## config.mk

```make
export PLATFORM = sky130hd
export DESIGN_NAME = ptag_gen
export DESIGN_NICKNAME = d
export VERILOG_FILES = /design/src/rtl/ptag_pkg.sv /design/src/rtl/ptag_lfsr.sv /design/src/rtl/ptag_walker.sv /design/src/rtl/ptag_gen.sv
export SDC_FILE = /design/constraint.sdc
export NUM_CORES = 1
export LEC_CHECK = 0
export ABC_CLOCK_PERIOD_IN_PS = 3900
export BUFFER_PORTS_ARGS = -buffer_cell sky130_fd_sc_hd__buf_2
export CAP_MARGIN = 0
export CELL_PAD_IN_SITES_DETAIL_PLACEMENT = 1
export CELL_PAD_IN_SITES_GLOBAL_PLACEMENT = 1
export CORE_MARGIN = 4
export CORE_UTILIZATION = 41
export DETAILED_ROUTE_END_ITERATION = 10
export PLACE_DENSITY = 0.88
export RECOVER_POWER = 25
export SLEW_MARGIN = 20
export SYNTH_ARGS = -nofsm -noshare
export SYNTH_HDL_FRONTEND = slang
export SYNTH_SLANG_ARGS = --single-unit
```

## constraint.sdc

```tcl
create_clock -name clk -period 3.9 [get_ports clk]
set_clock_uncertainty 0.15 [all_clocks]
set_input_delay 0.39 -clock clk [delete_from_list [all_inputs] [get_ports clk]]
set_output_delay 0.39 -clock clk [all_outputs]
set_load 0.01 [all_outputs]
```

## src/rtl/ptag_pkg.sv

```systemverilog
// Shared constants and types for the pointer tag generator.
// Assumes a tag of four bits and a sixteen-bit seed; widths derive from these.
package ptag_pkg;
    localparam int TAG_W    = 4;
    localparam int NTAG     = 1 << TAG_W;
    localparam int SEED_W   = 16;
    localparam int SEED_OFF = 8;
    localparam int STATE_W  = SEED_OFF + SEED_W;

    typedef logic [TAG_W-1:0] tag_t;
endpackage

```

## src/rtl/ptag_lfsr.sv

```systemverilog
// Combinational multi-step seed advance.
// Each step forms b = s[5]^s[3]^s[2]^s[0], shifts right and inserts b at the top.
// Step g contributes bit g of bits_o. Assumes SEED_W >= 6.
module ptag_lfsr #(
    parameter int SEED_W = 16,
    parameter int STEPS  = 4
) (
    input  logic [SEED_W-1:0] seed_i,
    output logic [STEPS-1:0]  bits_o,
    output logic [SEED_W-1:0] seed_o
);
    logic [SEED_W-1:0] chain [STEPS+1];

    assign chain[0] = seed_i;

    // One shift stage per step; stage g feeds stage g+1.
    for (genvar g = 0; g < STEPS; g++) begin : g_step
        logic fb;
        assign fb         = chain[g][5] ^ chain[g][3] ^ chain[g][2] ^ chain[g][0];
        assign chain[g+1] = {fb, chain[g][SEED_W-1:1]};
        assign bits_o[g]  = fb;
    end

    assign seed_o = chain[STEPS];
endmodule

```

## src/rtl/ptag_walker.sv

```systemverilog
// Sequential exclusion-skipping tag walk, one candidate per cycle.
// With zero moves it settles on the first free value from start (inclusive);
// otherwise it advances until it has landed on a free value N times.
// An all-ones mask finishes at once with tag 0. The caller raises go only while idle.
module ptag_walker #(
    parameter int TAG_W = 4
) (
    input  logic                    clk,
    input  logic                    rst_n,
    input  logic                    go,
    input  logic [TAG_W-1:0]        start_tag,
    input  logic [TAG_W-1:0]        moves,
    input  logic [(1<<TAG_W)-1:0]   excl,
    output logic                    busy,
    output logic                    fin,
    output logic [TAG_W-1:0]        fin_tag
);
    localparam int NTAG  = 1 << TAG_W;
    localparam int CNT_W = 2 * TAG_W + 1;

    logic             active;
    logic             zmode;
    logic             allx;
    logic [TAG_W-1:0] cur;
    logic [TAG_W-1:0] left;
    logic [NTAG-1:0]  mask;
    logic [TAG_W-1:0] nxt;
    logic             cur_ok;
    logic             nxt_ok;

    // Candidate evaluation for the current cycle.
    always_comb begin
        nxt     = cur + TAG_W'(1);
        cur_ok  = !mask[cur];
        nxt_ok  = !mask[nxt];
        fin     = active && (allx || (zmode ? cur_ok : (nxt_ok && left == TAG_W'(1))));
        fin_tag = allx ? '0 : (zmode ? cur : nxt);
    end

    assign busy = active;

    // Walk state: load on go, step until finished.
    always_ff @(posedge clk) begin
        if (!rst_n) begin
            active <= 1'b0;
            zmode  <= 1'b0;
            allx   <= 1'b0;
            cur    <= '0;
            left   <= '0;
            mask   <= '0;
        end else if (go && !active) begin
            active <= 1'b1;
            zmode  <= (moves == '0);
            allx   <= &excl;
            cur    <= start_tag;
            left   <= moves;
            mask   <= excl;
        end else if (active) begin
            if (fin) begin
                active <= 1'b0;
            end else begin
                cur <= nxt;
                if (!zmode && nxt_ok) left <= left - TAG_W'(1);
            end
        end
    end

    // Cycle count of the current walk, used only to bound it.
    logic [CNT_W-1:0] walk_cnt;
    always_ff @(posedge clk) begin
        if (!rst_n || !active) walk_cnt <= '0;
        else                   walk_cnt <= walk_cnt + CNT_W'(1);
    end

    assert_walk_bounded_R8: assert property (@(posedge clk) disable iff (!rst_n)
        active |-> (walk_cnt <= CNT_W'(NTAG * NTAG)));

    assert_result_free_R7: assert property (@(posedge clk) disable iff (!rst_n)
        (fin && !allx) |-> !mask[fin_tag]);

    assert_fullmask_zero_R6: assert property (@(posedge clk) disable iff (!rst_n)
        (active && allx) |-> (fin && fin_tag == '0));
endmodule

```

## src/rtl/ptag_gen.sv

```systemverilog
// Pointer tag generator top. Selects start tag, step count and mask per request
// kind, launches the walk, then writes the tagged pointer and (random kind only)
// the seed/tag state on the finishing edge, raising done for one cycle.
// Assumes TAG_W < SEED_OFF so the state fields do not overlap.
module ptag_gen
    import ptag_pkg::*;
#(
    parameter int               PTR_W      = 64,
    parameter int               OFS_W      = 16,
    parameter int               TAG_LSB    = 56,
    parameter logic [SEED_W-1:0] FIXED_SEED = 16'h0001
) (
    input  logic                 clk,
    input  logic                 rst_n,
    input  logic                 req_valid,
    input  logic                 req_adj,
    input  logic [PTR_W-1:0]     ptr_in,
    input  logic [NTAG-1:0]      excl_op,
    input  logic [NTAG-1:0]      excl_glb,
    input  logic                 rand_mode,
    input  logic [OFS_W-1:0]     byte_ofs,
    input  logic [TAG_W-1:0]     tag_ofs,
    output logic                 busy,
    output logic                 done,
    output logic [PTR_W-1:0]     ptr_out,
    output logic [STATE_W-1:0]   state_out
);
    logic [STATE_W-1:0] state_q;
    logic [SEED_W-1:0]  seed_cur;
    logic [SEED_W-1:0]  seed_use;
    logic [SEED_W-1:0]  seed_adv;
    logic [TAG_W-1:0]   rnd_steps;
    logic               go;
    logic [TAG_W-1:0]   start_sel;
    logic [TAG_W-1:0]   moves_sel;
    logic [NTAG-1:0]    excl_sel;
    logic [PTR_W-1:0]   base_sel;
    logic               walk_fin;
    tag_t               walk_tag;

    logic               adj_q;
    logic               mode_q;
    logic [SEED_W-1:0]  seed_q;
    logic [PTR_W-1:0]   base_q;
    logic [PTR_W-1:0]   ptr_new;
    logic               done_q;
    logic [PTR_W-1:0]   ptr_q;

    // Seed to step from, substituting the fixed value for a zero seed in mode.
    always_comb begin
        seed_cur = state_q[SEED_OFF +: SEED_W];
        seed_use = (rand_mode && seed_cur == '0) ? FIXED_SEED : seed_cur;
    end

    ptag_lfsr #(.SEED_W(SEED_W), .STEPS(TAG_W)) u_lfsr (
        .seed_i (seed_use),
        .bits_o (rnd_steps),
        .seed_o (seed_adv)
    );

    // Per-kind selection of walk inputs and base pointer.
    always_comb begin
        go        = req_valid && !busy;
        start_sel = req_adj ? ptr_in[TAG_LSB +: TAG_W] : state_q[TAG_W-1:0];
        moves_sel = req_adj ? tag_ofs : rnd_steps;
        excl_sel  = req_adj ? excl_glb : (excl_op | excl_glb);
        base_sel  = req_adj ? (ptr_in + {{(PTR_W-OFS_W){byte_ofs[OFS_W-1]}}, byte_ofs})
                            : ptr_in;
    end

    ptag_walker #(.TAG_W(TAG_W)) u_walk (
        .clk       (clk),
        .rst_n     (rst_n),
        .go        (go),
        .start_tag (start_sel),
        .moves     (moves_sel),
        .excl      (excl_sel),
        .busy      (busy),
        .fin       (walk_fin),
        .fin_tag   (walk_tag)
    );

    // Request context captured at acceptance.
    always_ff @(posedge clk) begin
        if (!rst_n) begin
            adj_q  <= 1'b0;
            mode_q <= 1'b0;
            seed_q <= '0;
            base_q <= '0;
        end else if (go) begin
            adj_q  <= req_adj;
            mode_q <= rand_mode;
            seed_q <= seed_adv;
            base_q <= base_sel;
        end
    end

    // Base pointer with the chosen tag spliced in.
    always_comb begin
        ptr_new = base_q;
        ptr_new[TAG_LSB +: TAG_W] = walk_tag;
    end

    // Result, done pulse and state write-back on the finishing edge.
    always_ff @(posedge clk) begin
        if (!rst_n) begin
            done_q  <= 1'b0;
            ptr_q   <= '0;
            state_q <= '0;
        end else begin
            done_q <= walk_fin;
            if (walk_fin) begin
                ptr_q <= ptr_new;
                if (!adj_q) begin
                    state_q[SEED_OFF +: SEED_W]     <= seed_q;
                    state_q[SEED_OFF-1:TAG_W]       <= '0;
                    state_q[TAG_W-1:0]              <= walk_tag;
                end
            end
        end
    end

    assign done      = done_q;
    assign ptr_out   = ptr_q;
    assign state_out = state_q;

    assert_done_pulse_R2: assert property (@(posedge clk) disable iff (!rst_n)
        done |=> !done);

    assert_busy_after_take_R2: assert property (@(posedge clk) disable iff (!rst_n)
        (req_valid && !busy) |=> busy);

    assert_adjust_keeps_state_R10: assert property (@(posedge clk) disable iff (!rst_n)
        (done && adj_q) |-> $stable(state_out));

    assert_state_quiet_R9: assert property (@(posedge clk) disable iff (!rst_n)
        !done |-> $stable(state_out));

    assert_seed_nonzero_R4: assert property (@(posedge clk) disable iff (!rst_n)
        (done && !adj_q && mode_q) |-> (state_out[SEED_OFF +: SEED_W] != '0));
endmodule

```

==> run metrics <==
Yosys cell types=76; FMAX=~280 MHz; Layout fillers=3555; kind of critical path=flop to flop; met1 wire length=about 18000 um; Rows=61; TritonRoute pass-1 iters=5; core area=~0.028 mm2; FF-to-FF Start=u_walk.cur[1]; Final ANT Viol Nets=0; Seq. cell area=about 0.0038 mm2; CTS tree=built; top cell type's share of synthesized area=between 30% and 40%; Final min period=approximately 3.5 ns; Mapped Cells=approximately 1500; WL/cell=between 15 and 20 um; post-synthesis mux area share=under 10%; Synth area leader=dfxtp_1; post-route setup slack=between 0.3 and 0.4 ns; sequential fraction of the synthesis area=32.6%; Area growth syn-to-layout=17.0%; CP Max Fanout=60; Post-synth top flop=dfxtp_1; hpwl dp=roughly 29000 um; Vias=approximately 12000; Worst EP arrival=3.74 ns; fin nets=between 1500 and 2000; # H-tree levels=4; Crit path buffers/inverters=1; WP data required=~4.1 ns; final setup fails=0; syn avg cell area=between 7 and 8 um2; die width=approximately 180 um; met3 WL post-DR=roughly 1700 um; Initial Utilization=roughly two fifths; Final Instance Count excl. Fillers=slightly above 2000; Routed Wire Length=about 41000 um; PwrDens=roughly 390 mW/mm2; Hold Fails Final Rpt=0; DR iter-0 viols=919; Die ar.=just over 0.03 mm2; root buffer cell=clkbuf_16; Final Max Tran Viols=0; Multi-input gate area=0.00729 mm2; Slew Limit Headroom=around 33%; Tot Pwr=0.00533 W; layout cell share with drive strength beyond 1=between 10 and 15%; largest delay contributor family on the critical path=multiplexers; outcome=completed; CP max stage delay=0.56 ns; number of synthesized flops with an enable pin=0; Yosys reg bits=~190; yosys warns=0; Slew @ Worst Pin=1.00 ns; DRC Markers=0; pre-CTS WS=a little under 0.1 ns; Synth Area in Adders=7.28%; largest family of logic cells by synthesized area=compound AO/OA/AOI/OAI gates; Leak=5.43 nW; Port Buf Inserts=206; # hold bufs at CTS=0; placer congestion estimate=a little over 0.9; top post-synthesis cells by area=dfxtp_1, a21oi_1, nand2_1, ha_1, o21ai_0; Placed Cells=approximately 2000; worst-case clock buffer depth=2; clock transition at the registers of the reported paths=around 0.08 ns; CP max-delay cell=mux4_2; via density per instance=5.87; Max VDD drop=approximately 0.27 mV; crit share post-route=90.8%; complex-gate fraction of the synthesized area=26.3%; vias in the first global route=around 12000; min-delay src=excl_op[1]; largest net degree at the start of global routing=between 100 and 150; first-pass GRT wire length=around 64000 um; hold crit path type=primary input to flop; Critical path origin=u_walk.cur[1]; gr usage total=between 20% and 30%; DR top layer=met5; total grt overflow=0; io pins=approximately 210; CTS resizes=0; Synth Area in XOR/XNOR=5.05%; routed length on met2=just under 20000 um; Post-CTS Setup Inserts=0; Setup crit end kind=flop; CP Launch Type=flop; asr flop ratio synth=0%; clk sink count=approximately 190; Die Y=around 180 um; TritonCTS buffer count=17; initial antenna violation count=2; unrepaired setup endpoints after global routing=false; synthesized area=around 0.012 mm2; simple-gate share of the synthesized area=between 10% and 20%; Cell Chain, Critical Path=ha_1 -> mux4_2 -> mux4_2 -> nor3_1 -> nor3_1 -> nor2b_4 -> buf_12 -> nand2_1 -> a21oi_1; Setup TNS=0 ns; Skew-Pair Late Insertion Delay=0.44 ns; max-cap violations=0
==> logic make-up after synthesis <==
logic type / after synthesis
DFF: 189
and+or+nand+nor: 507
other: 1
muxes: 43
buffers and inverters: 125
xor gates and xnor gates: 67
AOI/OAI and AO/OA: 512
adders and majority gates: 67
==> cell usage after synthesis (13+ instances only) <==
cell      count
nand4_1      18
and3_1       13
buf_2        21
a21o_1       27
nor3_1       31
o21ai_0      97
clkbuf_1     59
mux2i_1      33
nor2b_1      13
a31oi_1      13
nor2_1      105
a211oi_1     31
nand2_1     268
dfxtp_1     189
xor2_1       26
xnor2_1      41
ha_1         66
nand3_1      17
a21oi_1     249
inv_1        21
==> worst min-delay path: cells and delay by family <==
kind,cells,cell delay (ns)
compound gates,2,0.18
buf+inv,1,0.09
==> path summary, 6_finish.rpt <==
| kind | to | slack [ns] | cells past startpoint |
|---|---|---|---|
| setup / recovery | ptr_out[51] | 0.36 | 9 |
| hold / removal | u_walk.mask[1] | 0.11 | 3 |
| setup reg to reg | ptr_out[51] | 0.36 | 9 |
| hold reg to reg | ptr_out[44] | 0.30 | 2 |
==> layer usage <==
| metal | vias up | global-route usage, % |
|---|---|---|
| li1 | 5759 | - |
| met4 | 2 | 8.45 |
| met2 | 338 | 43.8 |
| met3 | 81 | 3.00 |
| met5 | - | 0 |
| met1 | 5980 | 32.9 |
==> through the flow <==
step	hold WS, ns	util [%]	instance area, um2
floorplan	0.279	-	11600
global placement	0.287	46.8	13100
detailed placement	0.293	46.8	13100
CTS	0.0895	49.1	13700
global route	0.117	48.8	13600
finish	0.111	48.8	13600
==> cell usage in the layout (no fill, tap or decap), drive strengths merged, types with 18 or more instances in the layout <==
cell and n:
a211oi 31, dfxtp 189, buf 183, clkbuf 85
xnor2 41, nand2 268, inv 28, nand4 18
nor3 31, o21ai 100, a21oi 249, a21o 29
xor2 26, ha 66, nor2 105, mux2i 33
==> report_power, final <==
group / internal [W] / total [W] / switching, W
clock: 0.000892 / 0.00187 / 0.000977
sequential: 0.00204 / 0.00212 / 0.0000811
combinational: 0.000528 / 0.00134 / 0.000811
==> registers in the layout, indices dropped and copies added (netlist names) <==
name	count
u_walk.allx	1
ptr_out	64
state_out	20
u_walk.busy	1
u_walk.cur	4
u_walk.left	4
done	1
seed_q	16
base_q	60
u_walk.zmode	1
u_walk.mask	16
adj_q	1
==> area by class of cell <==
type	instances	share of cell area (%)
Timing Repair Buffer	251	9.81
Clock buffer	17	3.13
Multi-Input combinational cell	1200	53.6
Antenna cell	1	0.0184
Sequential cell	189	27.8
Inverter	22	0.626
Tap cell	378	3.48
Clock inverter	15	1.54
(Power assumes the default switching activity.)
